<file path="src/rtl/ocu_pkg.sv">
package ocu_pkg;

    localparam int MODE_W = 2;

    typedef enum logic [MODE_W-1:0] {
        CMP_NONE   = 2'b00,
        CMP_INVERT = 2'b01,
        CMP_CLEAR  = 2'b10,
        CMP_SET    = 2'b11
    } cmp_mode_e;

    typedef struct packed {
        logic match;
        logic force_req;
        logic pwm;
        logic load;
        logic load_val;
    } oc_event_t;

    // Next compare state for an action applied to the current state.
    function automatic logic apply_action(cmp_mode_e m, logic cur);
        logic nxt;
        unique case (m)
            CMP_INVERT: nxt = ~cur;
            CMP_CLEAR:  nxt = 1'b0;
            CMP_SET:    nxt = 1'b1;
            default:    nxt = cur;
        endcase
        return nxt;
    endfunction

    function automatic logic mode_overrides(cmp_mode_e m);
        return m != CMP_NONE;
    endfunction

endpackage

</file>
<file path="src/rtl/ocu_mode_reg.sv">
module ocu_mode_reg
    import ocu_pkg::*;
(
    input  logic                clk,
    input  logic                rst,
    input  logic                wr_en,
    input  logic [MODE_W-1:0]   wr_val,
    output cmp_mode_e           mode_q
);

    always_ff @(posedge clk) begin
        if (rst) begin
            mode_q <= CMP_NONE;
        end else if (wr_en) begin
            mode_q <= cmp_mode_e'(wr_val);
        end
    end

endmodule

</file>
<file path="src/rtl/ocu_state.sv">
module ocu_state
    import ocu_pkg::*;
#(
    parameter logic RESET_OC = 1'b0
) (
    input  logic        clk,
    input  logic        rst,
    input  cmp_mode_e   mode,
    input  oc_event_t   ev,
    output logic        oc_q
);

    logic fire;
    logic oc_d;

    // A force only counts outside PWM; coincident force and match fire once.
    assign fire = ev.match | (ev.force_req & ~ev.pwm);

    always_comb begin
        oc_d = oc_q;
        if (ev.load) begin
            oc_d = ev.load_val;
        end else if (fire) begin
            oc_d = apply_action(mode, oc_q);
        end
    end

    always_ff @(posedge clk) begin
        if (rst) begin
            oc_q <= RESET_OC;
        end else begin
            oc_q <= oc_d;
        end
    end

endmodule

</file>
<file path="src/rtl/ocu_pin_mux.sv">
module ocu_pin_mux
    import ocu_pkg::*;
(
    input  cmp_mode_e   mode,
    input  logic        oc,
    input  logic        port_bit,
    input  logic        ddr_bit,
    output logic        pin_out,
    output logic        pin_oe
);

    always_comb begin
        pin_out = mode_overrides(mode) ? oc : port_bit;
        pin_oe  = ddr_bit;
    end

endmodule

</file>
<file path="src/rtl/ocu_compare_pin.sv">
module ocu_compare_pin
    import ocu_pkg::*;
#(
    parameter logic RESET_OC = 1'b0
) (
    input  logic                clk,
    input  logic                rst,
    input  logic                cmp_match,
    input  logic                pwm_mode,
    input  logic                mode_wr_en,
    input  logic [MODE_W-1:0]   mode_wr_val,
    input  logic                force_cmp,
    input  logic                oc_wr_en,
    input  logic                oc_wr_val,
    input  logic                port_bit,
    input  logic                ddr_bit,
    output logic                pin_out,
    output logic                pin_oe
);

    cmp_mode_e mode_q;
    logic      oc_q;
    oc_event_t ev;

    assign ev = '{match:     cmp_match,
                  force_req: force_cmp,
                  pwm:       pwm_mode,
                  load:      oc_wr_en,
                  load_val:  oc_wr_val};

    ocu_mode_reg u_mode (
        .clk    (clk),
        .rst    (rst),
        .wr_en  (mode_wr_en),
        .wr_val (mode_wr_val),
        .mode_q (mode_q)
    );

    ocu_state #(.RESET_OC(RESET_OC)) u_state (
        .clk  (clk),
        .rst  (rst),
        .mode (mode_q),
        .ev   (ev),
        .oc_q (oc_q)
    );

    ocu_pin_mux u_mux (
        .mode     (mode_q),
        .oc       (oc_q),
        .port_bit (port_bit),
        .ddr_bit  (ddr_bit),
        .pin_out  (pin_out),
        .pin_oe   (pin_oe)
    );

endmodule

</file>
<file path="config.mk">
export PLATFORM = sky130hd
export DESIGN_NAME = ocu_compare_pin
export DESIGN_NICKNAME = d
export VERILOG_FILES = /design/src/rtl/ocu_pkg.sv /design/src/rtl/ocu_mode_reg.sv /design/src/rtl/ocu_state.sv /design/src/rtl/ocu_pin_mux.sv /design/src/rtl/ocu_compare_pin.sv
export SDC_FILE = /design/constraint.sdc
export NUM_CORES = 1
export LEC_CHECK = 0
export BUFFER_PORTS_ARGS = -buffer_cell sky130_fd_sc_hd__buf_2
export CAP_MARGIN = 20
export CORE_AREA = 2 2 39 41
export CTS_BUF_LIST = sky130_fd_sc_hd__clkbuf_4 sky130_fd_sc_hd__clkbuf_8
export DETAILED_ROUTE_END_ITERATION = 16
export DIE_AREA = 0 0 41 43
export SYNTH_ARGS = -nofsm -noshare
export SYNTH_HDL_FRONTEND = slang
export SYNTH_SLANG_ARGS = --single-unit
</file>
<file path="constraint.sdc">
create_clock -name clk -period 2.17 [get_ports clk]
set_clock_uncertainty 0.2 [all_clocks]
set_input_delay 0.217 -clock clk [delete_from_list [all_inputs] [get_ports clk]]
set_output_delay 0.217 -clock clk [all_outputs]
set_load 0.02 [all_outputs]
</file>
==> results.toml, run 1 <==
[global_route]
grt_max_degree = 4
grt_antenna_before_repair = 0
grt_pass1_vias = 169
grt.total_usage_pct = 6.112
grt_overflow_total = 0
grt_pass1_wl_um = 593

[min_path]
whs_path_depth = 3
min_from = "mode_wr_val[1]"
hold_class = "input port to flip-flop"
min_to = "u_mode.mode_q[1]"

[sta]
finalCritPeriodShare_pct = 74.13
hold_ws_ps = 36.33
fmax_mhz = 621.7
period_needed_ps = 1609
rsz0062_at_grt = "no"
maxSlewViolCount = 0
fin_tns_setup_ps = 0
relSlewSlack_pct = 88.70
hold_violations = 0
worst_pin_slew_ps = 169.5
setup_violations = 0

[yosys]
synth_cells = 18
synth_area_um2 = 170.2
yosysTopAreaCell = "dfxtp_1"
synth_top_area_share_pct = 35.29
synth-seq-area-share_pct = 35.29
ys_seq_elements = 3
syn_area_per_cell_um2 = 9.454
syn_nets = 30
synth_cell_types = 13
yosysWarnings = 0
synth.area.top_cells = "dfxtp_1 35%, mux2i_1 12%, mux2_1 6.6%"

[setup_path]
cp_cell_sequence = "nor2_1 > mux2_1 > buf_2"
max_stage_delay_ps = 330
endpoint_kind = "output port"
crit_fanout = 3
r2r_start = "u_state.oc_q"
critPathKind = "flip-flop to output port"
cp-start-kind = "flip-flop"
path_delay_family = "multiplexers"
ff2ff_setup_slack_ps = 900
crit_cells = 3
r2r_cells = 3
cp_slowest_cell = "mux2_1"
cp_num_buf_inv = 1
r2r_end = "u_state.oc_q"
required_ps = 1750
crit_arrival_ps = 1190

[floorplan]
start_util_pct = 12.30
rows = 14
pin_count = 14
coreArea_mm2 = 0.001384
dieArea_mm2 = 0.001763
die_height_um = 43
die_x_um = 41

[route]
vias_per_cell = 3.735
drt-wirelength-per-cell_um = 8.041
first_iter_violations = 0
drcViolationCount = 0
num_vias = 183
wirelength_um = 394
ant_nets = 0
dr.pass1.iters = 1

[power]
irDropWorstVdd_mv = 0.1133
leakagePower_nw = 0.1270
p_per_area_mw_per_mm2 = 720.9

[finish]
n_fill_cell = 162
final_cell_mix = "11 x buf_2, 4 x clkbuf_4, 3 x nor2_1, 3 x dfxtp_1, 2 x mux2i_1"
diodes = 0
layout_commonest_cell = "buf_2"
regArea_um2 = 60.06
final_nets = 46
area_growth_pct = 63.24
drive_gt1_share_pct = 48.48
multi_input_area_um2 = 102.6

[clock_network]
post_cts_buffers = 0
cts_buffer_depth = 2
clkSinkCount = 3
hold_buffers = 1
h-tree-depth = 1
cts.repair.resized = 0
numCtsBuffers = 3
clk_latency_ps = 230
cts_tree = "done"
path_clk_slew_ps = 40
cts_root_buf = "clkbuf_4"

[flow_run]
maxCapViolations = 0

[outcome]
status = "finished clean"

[place]
place_congestion = 0.4631
io_buffers = 11
dp_hpwl_um = 319.9
-- metal layers --
| layer | GRT usage (%) | part of all wire [%] | vias to the layer above |
|---|---|---|---|
| met1 | 4.473 | 31 | 83 |
| li1 | - | - | 93 |
| met4 | 10.00 | 0 | 0 |
| met3 | 4.712 | 14 | 0 |
| met5 | 0 | 0 | - |
| met2 | 7.187 | 54 | 7 |
-- cell type report --
cell class	count	area share, %
multi-input combinational	14	36.94
tap	16	7.207
timing repair buffer	12	23.42
clock buffer	4	10.81
sequential	3	21.62
-- tightest hold or removal path, cell delays in order --
cell	delay, ps
buf_2	80
mux2i_1	50
nor2_1	80
-- per-stage QoR --
stage               area (um^2)  std cells  utilization, %  setup slack [ps]  total power, mW
CTS                       277.8         49           20.07             542.3           0.2071
finish                    277.8         49           20.07             561.5           0.2002
detailed placement        237.7         44           17.18             795.2          0.09152
floorplan                 170.2         18               -             903.9          0.07959
global route              277.8         49           20.07             469.5           0.2186
global placement          237.7         44           17.18             805.9          0.09080
-- worst max path at each step --
stage                                start      end  slack [ps]
after CTS                 u_mode.mode_q[1]  pin_out         540
after global routing      u_mode.mode_q[1]  pin_out         470
after global placement    u_mode.mode_q[1]  pin_out         810
final                     u_mode.mode_q[1]  pin_out         560
after floorplan           u_mode.mode_q[1]  pin_out         900
after detailed placement  u_mode.mode_q[1]  pin_out         800
-- power by group --
part,internal (mW),leakage (nW),switching (mW),total [mW]
Combinational,0.0173,0.0838,0.0129,0.0302
Clock,0.0813,0.0184,0.0273,0.109
Sequential,0.0592,0.0248,0.00229,0.0615
Total,0.158,0.127,0.0425,0.200
-- flip-flops by register name (all words and copies together), names as in the netlist --
signal,count
u_mode.mode_q,2
u_state.oc_q,1
-- cell families after synthesis --
logic type,share of synthesized area [%]
simple gates,28.68
buf+inv,4.413
mux,18.38
flops,35.30
compound gates,13.24
-- synthesized netlist by cell type --
| cell type | n |
|---|---|
| mux2i_1 | 2 |
| mux2_1 | 1 |
| a31oi_1 | 1 |
| nand2b_1 | 1 |
| nor2_1 | 3 |
| a22oi_1 | 1 |
| buf_4 | 1 |
| dfxtp_1 | 3 |
| or3b_1 | 1 |
| o2111ai_1 | 1 |
| nor2b_1 | 1 |
| or2b_1 | 1 |
| nor2b_2 | 1 |
No activity file was read; power rests on OpenSTA's default activity.
==> run 2: changes to the inputs <==
- ABC_AREA: unset -> 1
- clock period: 2.17 -> 1.6 ns (I/O delays scaled with it)
==> run 2 against run 1 <==
Effect of this change:
- worst hold slack worse by 16 ps
- utilization is 3.1 points higher
- area after synthesis is 13% higher
- critical path depth is 1 higher
- synthesized cell count is 78% higher
- sequential share of layout area is 2.9 points lower
- worst setup slack worse by 290 ps
- total power is 47% higher
- combinational power is 90% higher
- critical endpoint unchanged
- largest cell class unchanged
- largest power group unchanged
==> results.toml, run 2 <==
[finish]
diodes = 0
final_cell_mix = "11 x buf_2, 7 x nand2_1, 5 x inv_1"
largest_reg_flops = 2
layout_commonest_cell = "buf_2"
n_fill_cell = 154
final_util_pct = 23.15
area_growth_pct = 66.23
largest_register = "u_mode.mode_q"
drive_gt1_share_pct = 42.86
largestRegisters = "u_mode.mode_q x2, u_state.oc_q x1"
final_nets = 62

[floorplan]
pin_count = 14
die_x_um = 41
start_util_pct = 13.92
coreArea_mm2 = 0.001384
die_height_um = 43
rows = 14
dieArea_mm2 = 0.001763

[yosys]
synth_top_area_share_pct = 31.17
syn_nets = 44
synth_cell_types = 11
synth_ff_type = "dfxtp_1"
synth-seq-area-share_pct = 31.17
synth_cells = 32
yosysWarnings = 0
syn_area_per_cell_um2 = 6.021
synth.area.top_cells = "dfxtp_1 31%, nand2_1 14%, inv_1 9.7%"
yosys-top-cells-count = "7 x nand2_1, 5 x inv_1"
synthArstFlopShare_pct = 0
synth_area_um2 = 192.7
synth-edff-count = 0
yosysMostFrequentCell = "nand2_1"
yosysTopAreaCell = "dfxtp_1"
ys_seq_elements = 3

[min_path]
hold_class = "input port to flip-flop"
min_from = "mode_wr_val[1]"

[setup_path]
critPathKind = "flip-flop to output port"
cp-start-kind = "flip-flop"
startpoint = "u_mode.mode_q[1]"
r2r_start = "u_mode.mode_q[0]"
required_ps = 1240
crit_arrival_ps = 970
endpoint_kind = "output port"
crit_fanout = 3

[power]
p_per_area_mw_per_mm2 = 920.2
p_int_mw = 0.2206
power_frac_clock_pct = 51.3
switchingPower_mw = 0.07415
swShare_pct = 25.16
pwr-share-comb_pct = 19.5
pwr-share-seq_pct = 29.2
irDropWorstVdd_mv = 0.2791
leakagePower_nw = 0.1783

[route]
ant_nets = 0
dr.pass1.iters = 2
first_iter_violations = 4
drt-wirelength-per-cell_um = 6.538
num_vias = 230
vias_per_cell = 3.538
drcViolationCount = 0
wirelength_um = 425

[clock_network]
cts.repair.resized = 0
h-tree-depth = 1
hold_buffers = 3
clk_latency_ps = 240
clkSinkCount = 3
path_clk_slew_ps = 30
cts_tree = "done"
cts_buffer_depth = 2
post_cts_buffers = 0
cts_root_buf = "clkbuf_4"
numCtsBuffers = 3

[sta]
period_needed_ps = 1328
hold_ws_ps = 20.17
hold_violations = 0
fin_tns_setup_ps = 0
worst_pin_slew_ps = 143.4
finalCritPeriodShare_pct = 83.02
rsz0062_at_grt = "no"
fmax_mhz = 752.9
setup_violations = 0
maxSlewViolCount = 0
relSlewSlack_pct = 90.34

[global_route]
grt_max_degree = 5
grt_overflow_total = 0
grt_pass1_vias = 227
grt.total_usage_pct = 6.419
grt_pass1_wl_um = 717
grt_antenna_before_repair = 0

[place]
place_congestion = 0.5573
dp_hpwl_um = 351
io_buffers = 11

[flow_run]
maxCapViolations = 0

[outcome]
status = "finished clean"
run 2: worst max-delay path, cell delays in order, from the launching register on:
cell     delay (ps)
dfxtp_1         320
nor2_1          130
nand2_1          50
o21ai_0          60
buf_2           180
run 2: layer usage:
metal / global-route usage (%) / up-vias / routed length, um
met5: 0 / - / 0
met4: 6.000 / 0 / 0
met3: 3.141 / 0 / 23
met2: 10.00 / 5 / 246
met1: 5.449 / 96 / 155
li1: - / 129 / -
run 2: path summary, 6_finish.rpt:
check | slack (ps) | end | cells after the start
worst max-delay path | 270 | pin_out | 4
worst min-delay path | 20 | u_mode.mode_q[1] | 3
worst max register to register | 590 | u_state.oc_q | 6
worst min register to register | 290 | u_mode.mode_q[0] | 2
run 2: power by group through the flow:
stage | Sequential [mW] | Combinational, mW | Clock, mW
floorplan | 0.0865 | 0.0372 | 0
finish | 0.0861 | 0.0575 | 0.151
CTS | 0.0860 | 0.0585 | 0.162
global route | 0.0871 | 0.0668 | 0.165
global placement | 0.0868 | 0.0523 | 0
detailed placement | 0.0873 | 0.0529 | 0
run 2: cell type report:
type / instances / area, um^2 / area share, %
Clock buffer: 4 / 30.03 / 9.375
Inverter: 8 / 30.03 / 9.375
Multi-Input combinational cell: 20 / 95.09 / 29.69
Sequential cell: 3 / 60.06 / 18.75
Tap cell: 16 / 20.02 / 6.250
Timing Repair Buffer: 14 / 85.08 / 26.56
run 2: per-stage QoR:
stage	instances	cell area, um^2	total power, mW	setup WS, ps
after floorplan	32	192.7	0.1237	361.2
after global placement	58	260.3	0.1391	515.4
after detailed placement	58	260.3	0.1402	509.7
after CTS	65	320.3	0.3065	248.7
after global routing	65	320.3	0.3184	153.0
final	65	320.3	0.2947	271.7
run 2: cells by family after synthesis:
| kind of cell | after synthesis | synth area share, % |
|---|---|---|
| AND/OR/NAND/NOR | 15 | 36.37 |
| buffers and inverters | 9 | 19.48 |
| AO/OA/AOI/OAI | 5 | 12.98 |
| flip-flops | 3 | 31.17 |
==> run 3: changes to the inputs <==
- clock period: 1.6 -> 1.1 ns (I/O delays scaled with it)
==> run 3 against run 2 <==
Effect of this change:
- the run now ends with setup timing left
- wire length increased by 6.8%
- utilization increased by 4.2 points
- clock power increased by 46%
- critical path type unchanged
- largest cell class is now buffers
==> results.toml, run 3 (same netlist as run 2, synthesis figures left out) <==
[setup_path]
required_ps = 790
crit_fanout = 3
cp-start-kind = "flip-flop"
critPathKind = "flip-flop to output port"
endpoint_kind = "output port"
crit_arrival_ps = 940

[place]
dpl_worst_slack_ps = 50.21
io_buffers = 11
dp_hpwl_um = 366.4
place_congestion = 0.5769

[finish]
largest_register = "u_mode.mode_q"
largestRegisters = "u_mode.mode_q x2, u_state.oc_q x1"
diodes = 0
area_growth_pct = 96.10
layout_commonest_cell = "buf_2"
final_cell_mix = "10 x buf_2, 6 x nand2_1, 5 x dlygate4sd3_1"
n_fill_cell = 162
largest_reg_flops = 2
drive_gt1_share_pct = 56.60
final_nets = 66
final_util_pct = 27.31

[floorplan]
pin_count = 14
die_height_um = 43
dieArea_mm2 = 0.001763
die_x_um = 41
rows = 14
start_util_pct = 13.92
coreArea_mm2 = 0.001384

[clock_network]
path_clk_slew_ps = 40
cts_tree = "done"
cts_root_buf = "clkbuf_4"
cts_buffer_depth = 2
numCtsBuffers = 3
clkSinkCount = 3
clk_latency_ps = 230
h-tree-depth = 1

[route]
ant_nets = 0
num_vias = 246
first_iter_violations = 1
wirelength_um = 454
vias_per_cell = 3.565
drcViolationCount = 0
drt-wirelength-per-cell_um = 6.580
dr.pass1.iters = 2

[sta]
worst_pin_slew_ps = 144.6
period_needed_ps = 1252
maxSlewViolCount = 0
fmax_mhz = 798.5
setup_slack_ps = -152.4
rsz0062_at_grt = "yes"
setup_violations = 1
relSlewSlack_pct = 90.26
finalCritPeriodShare_pct = 113.9
fin_tns_setup_ps = -152.4
hold_violations = 0

[power]
irDropWorstVdd_mv = 0.4389
total_power_mw = 0.4560
leakagePower_nw = 0.2015
p_per_area_mw_per_mm2 = 1207

[outcome]
violations = "setup timing"
status = "complete, but fails checks"

[global_route]
grt.total_usage_pct = 6.620
grt_antenna_before_repair = 0
grt_overflow_total = 0
grt_pass1_wl_um = 738
grt_max_degree = 5
grt_pass1_vias = 222

[min_path]
hold_class = "input port to flip-flop"

[flow_run]
maxCapViolations = 0
[run 3: cell type report]
| cell class | count | area (um^2) | area share [%] |
|---|---|---|---|
| inverters | 8 | 32.53 | 8.609 |
| clock buffers | 4 | 30.03 | 7.947 |
| well taps | 16 | 20.02 | 5.298 |
| flip-flops and latches | 3 | 63.81 | 16.89 |
| multi-input cells | 20 | 105.1 | 27.81 |
| repair buffers | 18 | 126.4 | 33.44 |
[run 3: final timing paths]
kind	startpoint	to	slack [ps]	cells after the start
worst min-delay path	oc_wr_en	u_state.oc_q	10	5
worst max register to register	u_mode.mode_q[0]	u_state.oc_q	10	7
worst max-delay path	u_mode.mode_q[1]	pin_out	-150	4
worst min register to register	u_mode.mode_q[1]	u_mode.mode_q[1]	300	2
[run 3: where the power goes]
part           internal, mW  total, mW  switching, mW
combinational        0.0591      0.108         0.0487
clock                 0.161      0.220         0.0592
sequential            0.121      0.128        0.00752
total                 0.341      0.456          0.115
[run 3: stage by stage]
| stage | instance area (um^2) | hold slack (ps) | std cells |
|---|---|---|---|
| after floorplan | 192.7 | 70.69 | 32 |
| after global placement | 260.3 | 20.24 | 58 |
| after detailed placement | 260.3 | 20.24 | 58 |
| after CTS | 356.6 | 19.63 | 68 |
| after global routing | 377.9 | 20.07 | 69 |
| final | 377.9 | 12.13 | 69 |
[run 3: per-layer routing]
metal  track usage (%)  wire [um]
met5                 0          0
met4             6.000          0
met3             3.141         21
met2             10.31        277
met1             5.769        155
[run 3: repair_timing]
| action | 4_1_cts | 5_1_grt |
|---|---|---|
| setup buffers | 1 | 1 |
| gates resized for setup | 4 | 6 |
| setup endpoints to repair | 1 | 3 |
| hold buffers | 5 | 0 |
| pin swaps | 1 | 6 |
| endpoints found under the hold margin | 3 | 0 |
[run 3: worst max-delay path, stage by stage (launching register included)]
cell,delay (ps)
dfxtp_2,320
nor2_2,110
nand2_1,50
o21ai_1,70
buf_4,150
